**src/rtl/vbi_fifo_pkg.sv**
```systemverilog
package vbi_fifo_pkg;
  typedef enum logic [1:0] {
    CFG_THRESH = 2'd0,
    CFG_FLUSH  = 2'd1,
    CFG_OSEL   = 2'd2
  } cfg_addr_e;

  typedef enum logic {
    SRC_VIDEO = 1'b0,
    SRC_HOST  = 1'b1
  } rd_src_e;

  localparam int SIDE_SLOTS = 4;
endpackage

```
**src/rtl/vbi_fifo_cfg.sv**
```systemverilog
module vbi_fifo_cfg
  import vbi_fifo_pkg::*;
#(
  parameter int              CFG_W   = 8,
  parameter logic [CFG_W-1:0] THR_RST = 'h80
) (
  input  logic             clk,
  input  logic             rst,
  input  logic             cfg_we,
  input  logic [1:0]       cfg_addr,
  input  logic [CFG_W-1:0] cfg_wdata,
  output logic [CFG_W-1:0] thr_q,
  output rd_src_e          osel_q,
  output logic             flush_o
);
  // flush is a pulse decoded from the write itself: nothing to clear later
  assign flush_o = cfg_we && (cfg_addr == CFG_FLUSH);

  always_ff @(posedge clk) begin
    if (rst) begin
      thr_q  <= THR_RST;
      osel_q <= SRC_VIDEO;
    end else if (cfg_we) begin
      if (cfg_addr == CFG_THRESH) thr_q  <= cfg_wdata;
      if (cfg_addr == CFG_OSEL)   osel_q <= rd_src_e'(cfg_wdata[0]);
    end
  end

  p_thr_default_r5: assert property (@(posedge clk)
    rst |=> (thr_q == THR_RST));
endmodule

```
**src/rtl/vbi_fifo_store.sv**
```systemverilog
module vbi_fifo_store
  import vbi_fifo_pkg::*;
#(
  parameter int DW    = 8,
  parameter int DEPTH = 512
) (
  input  logic                     clk,
  input  logic                     rst,
  input  logic                     flush,
  input  logic                     push,
  input  logic [DW-1:0]            push_data,
  input  logic                     pop_req,
  input  rd_src_e                  pop_src,
  output logic [$clog2(DEPTH):0]   cnt_q,
  output logic                     ovf_q,
  output logic [DW-1:0]            rd_data_q,
  output logic                     rd_valid_q,
  output rd_src_e                  rd_src_q
);
  localparam int AW = $clog2(DEPTH);
  localparam int CW = AW + 1;
  localparam logic [AW-1:0] LAST = AW'(DEPTH - 1);
  localparam logic [CW-1:0] FULL = CW'(DEPTH);

  logic [DW-1:0] mem [DEPTH];
  logic [AW-1:0] wr_ptr, rd_ptr;
  logic          full, empty, push_ok, pop_ok;

  assign full    = (cnt_q == FULL);
  assign empty   = (cnt_q == '0);
  assign push_ok = push && !full && !flush;
  assign pop_ok  = pop_req && !empty && !flush;

  // storage kept free of reset so it maps onto block RAM
  always_ff @(posedge clk) begin
    if (push_ok) mem[wr_ptr] <= push_data;
    if (pop_ok)  rd_data_q   <= mem[rd_ptr];
  end

  always_ff @(posedge clk) begin
    if (rst || flush) begin
      wr_ptr     <= '0;
      rd_ptr     <= '0;
      cnt_q      <= '0;
      ovf_q      <= 1'b0;
      rd_valid_q <= 1'b0;
      rd_src_q   <= SRC_VIDEO;
    end else begin
      if (push_ok) wr_ptr <= (wr_ptr == LAST) ? '0 : wr_ptr + 1'b1;
      if (pop_ok)  rd_ptr <= (rd_ptr == LAST) ? '0 : rd_ptr + 1'b1;
      if (push_ok && !pop_ok)      cnt_q <= cnt_q + 1'b1;
      else if (pop_ok && !push_ok) cnt_q <= cnt_q - 1'b1;
      if (push && full) ovf_q <= 1'b1;
      rd_valid_q <= pop_ok;
      if (pop_ok) rd_src_q <= pop_src;
    end
  end

  p_no_overflow_r3: assert property (@(posedge clk) disable iff (rst)
    cnt_q <= FULL);
  p_ovf_sticky_r3: assert property (@(posedge clk) disable iff (rst)
    (ovf_q && !flush) |=> ovf_q);
  p_full_drop_r3: assert property (@(posedge clk) disable iff (rst)
    (push && full && !pop_req && !flush) |=> (cnt_q == FULL) && ovf_q);
  p_flush_empty_r6: assert property (@(posedge clk) disable iff (rst)
    flush |=> (cnt_q == '0) && !ovf_q && !rd_valid_q);
  p_pop_empty_r9: assert property (@(posedge clk) disable iff (rst)
    (pop_req && empty && !push) |=> !rd_valid_q);
  p_push_pop_r11: assert property (@(posedge clk) disable iff (rst)
    (push && pop_req && !empty && !full && !flush) |=> $stable(cnt_q));
endmodule

```
**src/rtl/vbi_side_regs.sv**
```systemverilog
module vbi_side_regs #(
  parameter int SW = 16,
  parameter int N  = 4
) (
  input  logic          clk,
  input  logic          rst,
  input  logic          flush,
  input  logic [N-1:0]  side_we,
  input  logic [SW-1:0] side_din,
  output logic [N*SW-1:0] side_q
);
  for (genvar i = 0; i < N; i++) begin : g_slot
    always_ff @(posedge clk) begin
      if (rst || flush)    side_q[i*SW +: SW] <= '0;
      else if (side_we[i]) side_q[i*SW +: SW] <= side_din;
    end
  end

  p_side_clear_r6: assert property (@(posedge clk) disable iff (rst)
    flush |=> (side_q == '0));
endmodule

```
**src/rtl/vbi_capture_fifo.sv**
```systemverilog
module vbi_capture_fifo
  import vbi_fifo_pkg::*;
#(
  parameter int DW     = 8,
  parameter int DEPTH  = 512,
  parameter int SIDE_W = 16,
  parameter int CFG_W  = 8
) (
  input  logic                          clk,
  input  logic                          rst,
  input  logic                          wr_valid,
  input  logic [DW-1:0]                 wr_byte,
  input  logic [SIDE_SLOTS-1:0]         side_we,
  input  logic [SIDE_W-1:0]             side_din,
  input  logic                          cfg_we,
  input  logic [1:0]                    cfg_addr,
  input  logic [CFG_W-1:0]              cfg_wdata,
  input  logic                          host_rd,
  output logic [DW-1:0]                 host_rdata,
  output logic                          host_rvalid,
  input  logic                          vid_pop,
  output logic [DW-1:0]                 vid_data,
  output logic                          vid_valid,
  output logic [$clog2(DEPTH)-1:0]      fill_words,
  output logic                          irq,
  output logic                          overflow,
  output logic [SIDE_SLOTS*SIDE_W-1:0]  side_q
);
  localparam int CW = $clog2(DEPTH) + 1;
  localparam int WW = CW - 1;

  logic [CFG_W-1:0] thr_q;
  rd_src_e          osel_q, rd_src_q;
  logic             flush;
  logic             pop_req;
  logic [CW-1:0]    cnt_q;
  logic [DW-1:0]    rd_data_q;
  logic             rd_valid_q;

  vbi_fifo_cfg #(.CFG_W(CFG_W)) u_cfg (
    .clk(clk), .rst(rst), .cfg_we(cfg_we), .cfg_addr(cfg_addr),
    .cfg_wdata(cfg_wdata), .thr_q(thr_q), .osel_q(osel_q), .flush_o(flush)
  );

  assign pop_req = (osel_q == SRC_HOST) ? host_rd : vid_pop;

  vbi_fifo_store #(.DW(DW), .DEPTH(DEPTH)) u_store (
    .clk(clk), .rst(rst), .flush(flush), .push(wr_valid), .push_data(wr_byte),
    .pop_req(pop_req), .pop_src(osel_q), .cnt_q(cnt_q), .ovf_q(overflow),
    .rd_data_q(rd_data_q), .rd_valid_q(rd_valid_q), .rd_src_q(rd_src_q)
  );

  vbi_side_regs #(.SW(SIDE_W), .N(SIDE_SLOTS)) u_side (
    .clk(clk), .rst(rst), .flush(flush), .side_we(side_we),
    .side_din(side_din), .side_q(side_q)
  );

  assign fill_words  = cnt_q[CW-1:1];
  assign host_rvalid = rd_valid_q && (rd_src_q == SRC_HOST);
  assign vid_valid   = rd_valid_q && (rd_src_q == SRC_VIDEO);
  assign host_rdata  = host_rvalid ? rd_data_q : '0;
  assign vid_data    = vid_valid   ? rd_data_q : '0;

  // compare registered count against registered threshold: one flop deep
  always_ff @(posedge clk) begin
    if (rst) irq <= 1'b0;
    else     irq <= (fill_words > WW'(thr_q));
  end

  p_irq_level_r4: assert property (@(posedge clk) disable iff (rst)
    1'b1 |=> (irq == ($past(fill_words) > WW'($past(thr_q)))));
  p_ignore_host_r8: assert property (@(posedge clk) disable iff (rst)
    (osel_q == SRC_VIDEO) |=> !host_rvalid);
  p_ignore_vid_r8: assert property (@(posedge clk) disable iff (rst)
    (osel_q == SRC_HOST) |=> !vid_valid);
endmodule

```
**config.mk**
```make
export PLATFORM = sky130hd
export DESIGN_NAME = vbi_capture_fifo
export DESIGN_NICKNAME = d
export VERILOG_FILES = /design/src/rtl/vbi_fifo_pkg.sv /design/src/rtl/vbi_fifo_cfg.sv /design/src/rtl/vbi_fifo_store.sv /design/src/rtl/vbi_side_regs.sv /design/src/rtl/vbi_capture_fifo.sv
export SDC_FILE = /design/constraint.sdc
export NUM_CORES = 2
export LEC_CHECK = 0
export BUFFER_PORTS_ARGS = -buffer_cell sky130_fd_sc_hd__buf_2
export CAP_MARGIN = 20
export CORE_ASPECT_RATIO = 1.4
export CORE_UTILIZATION = 50
export DETAILED_ROUTE_END_ITERATION = 8
export PLACE_DENSITY_LB_ADDON = 0.3
export REMOVE_ABC_BUFFERS = 1
export SLEW_MARGIN = 10
export SYNTH_ARGS = -nofsm -noshare
export SYNTH_HDL_FRONTEND = slang
export SYNTH_SLANG_ARGS = --single-unit
```
**constraint.sdc**
```tcl
create_clock -name clk -period 5 [get_ports clk]
set_clock_uncertainty 0.2 [all_clocks]
set_input_delay 1 -clock clk [delete_from_list [all_inputs] [get_ports clk]]
set_output_delay 1 -clock clk [all_outputs]
set_load 0.01 [all_outputs]
```
==> impl_metrics.csv <==
group,metric,value,unit
routing,drt_pass1_iterations,5,
grt,first_global_vias,81800,
synthesis,ys_types,54,
cells_and_area,final_net_count,8158,
setup_path,critPathMaxFanout,21,
sta,rsz0062_at_grt,"no",
pwr,clock_power_share,36.9,%
routing,wire_per_inst,31.1,um
clock_tree,cts_hold_buf,0,
synthesis,synth.avg_cell_area,21.4,um^2
synthesis,syn-cell-area,0.163,mm^2
job,maxCapViolCount,0,
synthesis,synthFlopType,"edfxtp_1",
die,die-area,0.328,mm^2
synthesis,ys_top_cells_by_area,"edfxtp_1, mux4_2, nor2_1",
clock_tree,clkLatencyLatePin,0.93,ns
setup_path,start_kind,"register",
sta,finalCriticalPeriod,4.60,ns
routing,via_count,79300,
cells_and_area,utilization,56.8,%
clock_tree,post_cts_buffers,0,
die,die_w,484,um
die,num_rows,247,
sta,setup_violations,0,
grt,grt_overflow_total,0,
clock_tree,clk_pin_slew,0.07,ns
pwr,p_seq_share,48.3,%
die,pin_count,137,
synthesis,synth_edf_count,4104,
sta,worst_pin_slew,1.23,ns
synthesis,synthArstFlopShare,0,%
clock_tree,cts.repair.resized,0,
place,portBuffers,136,
clock_tree,cts_made_buffers,391,
clock_tree,root_buffer,"clkbuf_16",
cells_and_area,drive_gt1_share,27.9,%
routing,routed_via_density,6.27,
place,dp_hpwl,238000,um
cells_and_area,fillers,23100,
sta,whs,0.104,ns
synthesis,ys_ff_latch,4209,
clock_tree,htree_levels,5,
routing,totalWireLength,393000,um
clock_tree,cts_tree,"done",
synthesis,synthDominantCellAreaShare,75.7,%
grt,track_usage,23.9,%
die,coreArea,0.324,mm^2
sta,drv_slew,0,
cells_and_area,syn_to_final_growth,12.8,%
sta,relSlewSlack,17.5,%
pwr,power.internal,61.6,mW
pwr,switchingPower,19.1,mW
sta,fmaxAchievable,217,MHz
min_path,min_path_type,"in2reg",
routing,ant_nets,0,
sta,tns,0,ns
clock_tree,cts.path.max_buffers,4,
grt,grt_pass1_wl,572000,um
pwr,total_power,80.7,mW
setup_path,arrival,5.08,ns
setup_path,cp-end-kind,"register",
grt,antenna_found_initial,10,
place,pre_cts_ws,0.307,ns
pwr,combPwrFrac,14.8,%
clock_tree,clkSinkCount,4209,
pwr,ir_drop,0.381,mV
pwr,p_per_area,439,mW/mm^2
synthesis,yosysSeqAreaShare,77.0,%
pwr,swShare,23.7,%
pwr,power.leakage,57.4,nW
sta,setup_ws,0.395,ns
die,die_h,677,um
setup_path,cp.required,5.48,ns
sta,final-hold-violation-count,0,
status,status,"finished clean",
routing,drt-initial-drc-count,8396,
synthesis,syn_inst,7597,
setup_path,critPathKind,"reg2reg",
synthesis,ys_warn_count,0,
place,place_congestion,0.862,
grt,grt_max_degree,149,
sta,period_share,92.1,%
routing,drc_errors,0,
synthesis,yosysTopAreaCell,"edfxtp_1",
die,start_util,50.3,%
-- worst max-delay path, cell delays in order, from the launching register on --
cell      delay [ns]
dfxtp_4         0.54
buf_12          0.25
buf_12          0.23
mux4_2          0.53
mux2_2          0.29
o221ai_1        0.21
a221oi_1        0.10
buf_4           0.20
nor4_1          0.99
a22oi_1         0.45
and3_1          0.33
-- flip-flops by register name (all words and copies together), names as in the netlist --
signal              count
u_store.mem          4096
u_store.wr_ptr          9
u_cfg.thr_q             8
u_side.side_q          64
u_store.ovf_q           1
u_store.rd_src_q        1
u_store.cnt_q          10
u_store.rd_valid_q      1
u_cfg.osel_q            1
irq                     1
u_store.rd_data_q       8
u_store.rd_ptr          9
-- placed cells by master, fill, tap and decap left out, drive strengths merged, types with 31 or more instances in the layout --
master / instances
a21oi: 36
a221oi: 92
buf: 595
bufinv: 44
clkbuf: 455
clkinv: 179
dfxtp: 105
edfxtp: 4104
inv: 38
mux2: 127
mux2i: 222
mux4: 1025
nand2: 111
nand3: 31
nor2: 666
o21ai: 113
o221ai: 95
o22a: 75
o22ai: 54
-- synth_stat cells, types with 8 or more instances --
library cell  instances
nor2b_1              14
inv_1                19
ha_1                 24
buf_4                90
dfxtp_1             105
and2_1               13
nand2_1             111
a311oi_1             15
a221oi_1             92
nor3_1               11
edfxtp_1           4104
xor2_1               10
clkbuf_1            256
nand3_1              31
nor2_1              666
mux2i_1             222
buf_2                78
o22ai_1              54
mux2_2              127
nor4_1               17
o21ai_0             113
o221ai_1             95
buf_1                46
o2111ai_1            15
a21oi_1              36
a22oi_1              23
and3_1               19
xnor2_1               8
mux4_2             1025
buf_6                26
o22a_1               75
-- power groups by stage --
stage,clock [mW],combinational [mW],sequential (mW)
global placement,0,11.9,39.7
floorplan,0,6.98,40.1
global route,31.4,12.6,39.0
CTS,30.1,12.1,39.0
detailed placement,0,12.1,39.7
finish,29.8,11.9,39.0
-- kinds of logic after synthesis --
logic type,after synthesis,share of synthesized area [%]
buffers and inverters,516,1.58
XOR/XNOR,18,0.0968
AND/OR/NAND/NOR,906,2.26
flip-flops,4209,77.0
AO/OA/AOI/OAI,549,2.49
multiplexers,1374,16.4
adder cells (fa/ha/maj),25,0.197
-- area by class of cell --
cell class	count	area [um^2]	area share [%]
clock buffers	455	10200	5.54
flip-flops and latches	4209	125000	68.2
inverters	20	82.6	0.0449
well taps	4233	5300	2.88
clock inverters	261	2510	1.36
repair buffers	595	5170	2.81
diodes	4	10.0	0.00545
multi-input cells	2872	35200	19.1
-- metrics by stage --
stage | area (um^2) | std cells
after floorplan | 160000 | 7101
after global placement | 171000 | 11900
after detailed placement | 171000 | 11900
after CTS | 184000 | 12600
after global routing | 184000 | 12600
final | 184000 | 12600
-- path summary, 6_finish.rpt --
check | endpoint | cells after the start | slack [ns] | startpoint
setup reg to reg | u_store.rd_data_q[5]$_DFFE_PP_ | 10 | 0.40 | u_store.rd_ptr[0]$_SDFFE_PP0P_
hold / removal | u_cfg.thr_q[7]$_SDFFE_PP1P_ | 2 | 0.10 | cfg_wdata[7]
hold reg to reg | u_store.ovf_q$_SDFFE_PP0P_ | 2 | 0.28 | u_store.ovf_q$_SDFFE_PP0P_
setup / recovery | u_store.rd_data_q[5]$_DFFE_PP_ | 10 | 0.40 | u_store.rd_ptr[0]$_SDFFE_PP0P_
-- metal layers --
metal / wire length, um / global-route usage (%) / vias up / share of wire, %
met5: 17 / 0 / - / 0.0043
met4: 16100 / 9.25 / 2 / 4.1
met3: 26700 / 3.30 / 739 / 6.8
met2: 206000 / 41.7 / 3618 / 52
met1: 145000 / 30.2 / 42300 / 37
li1: - / - / 32700 / -
(Power assumes the default switching activity.)
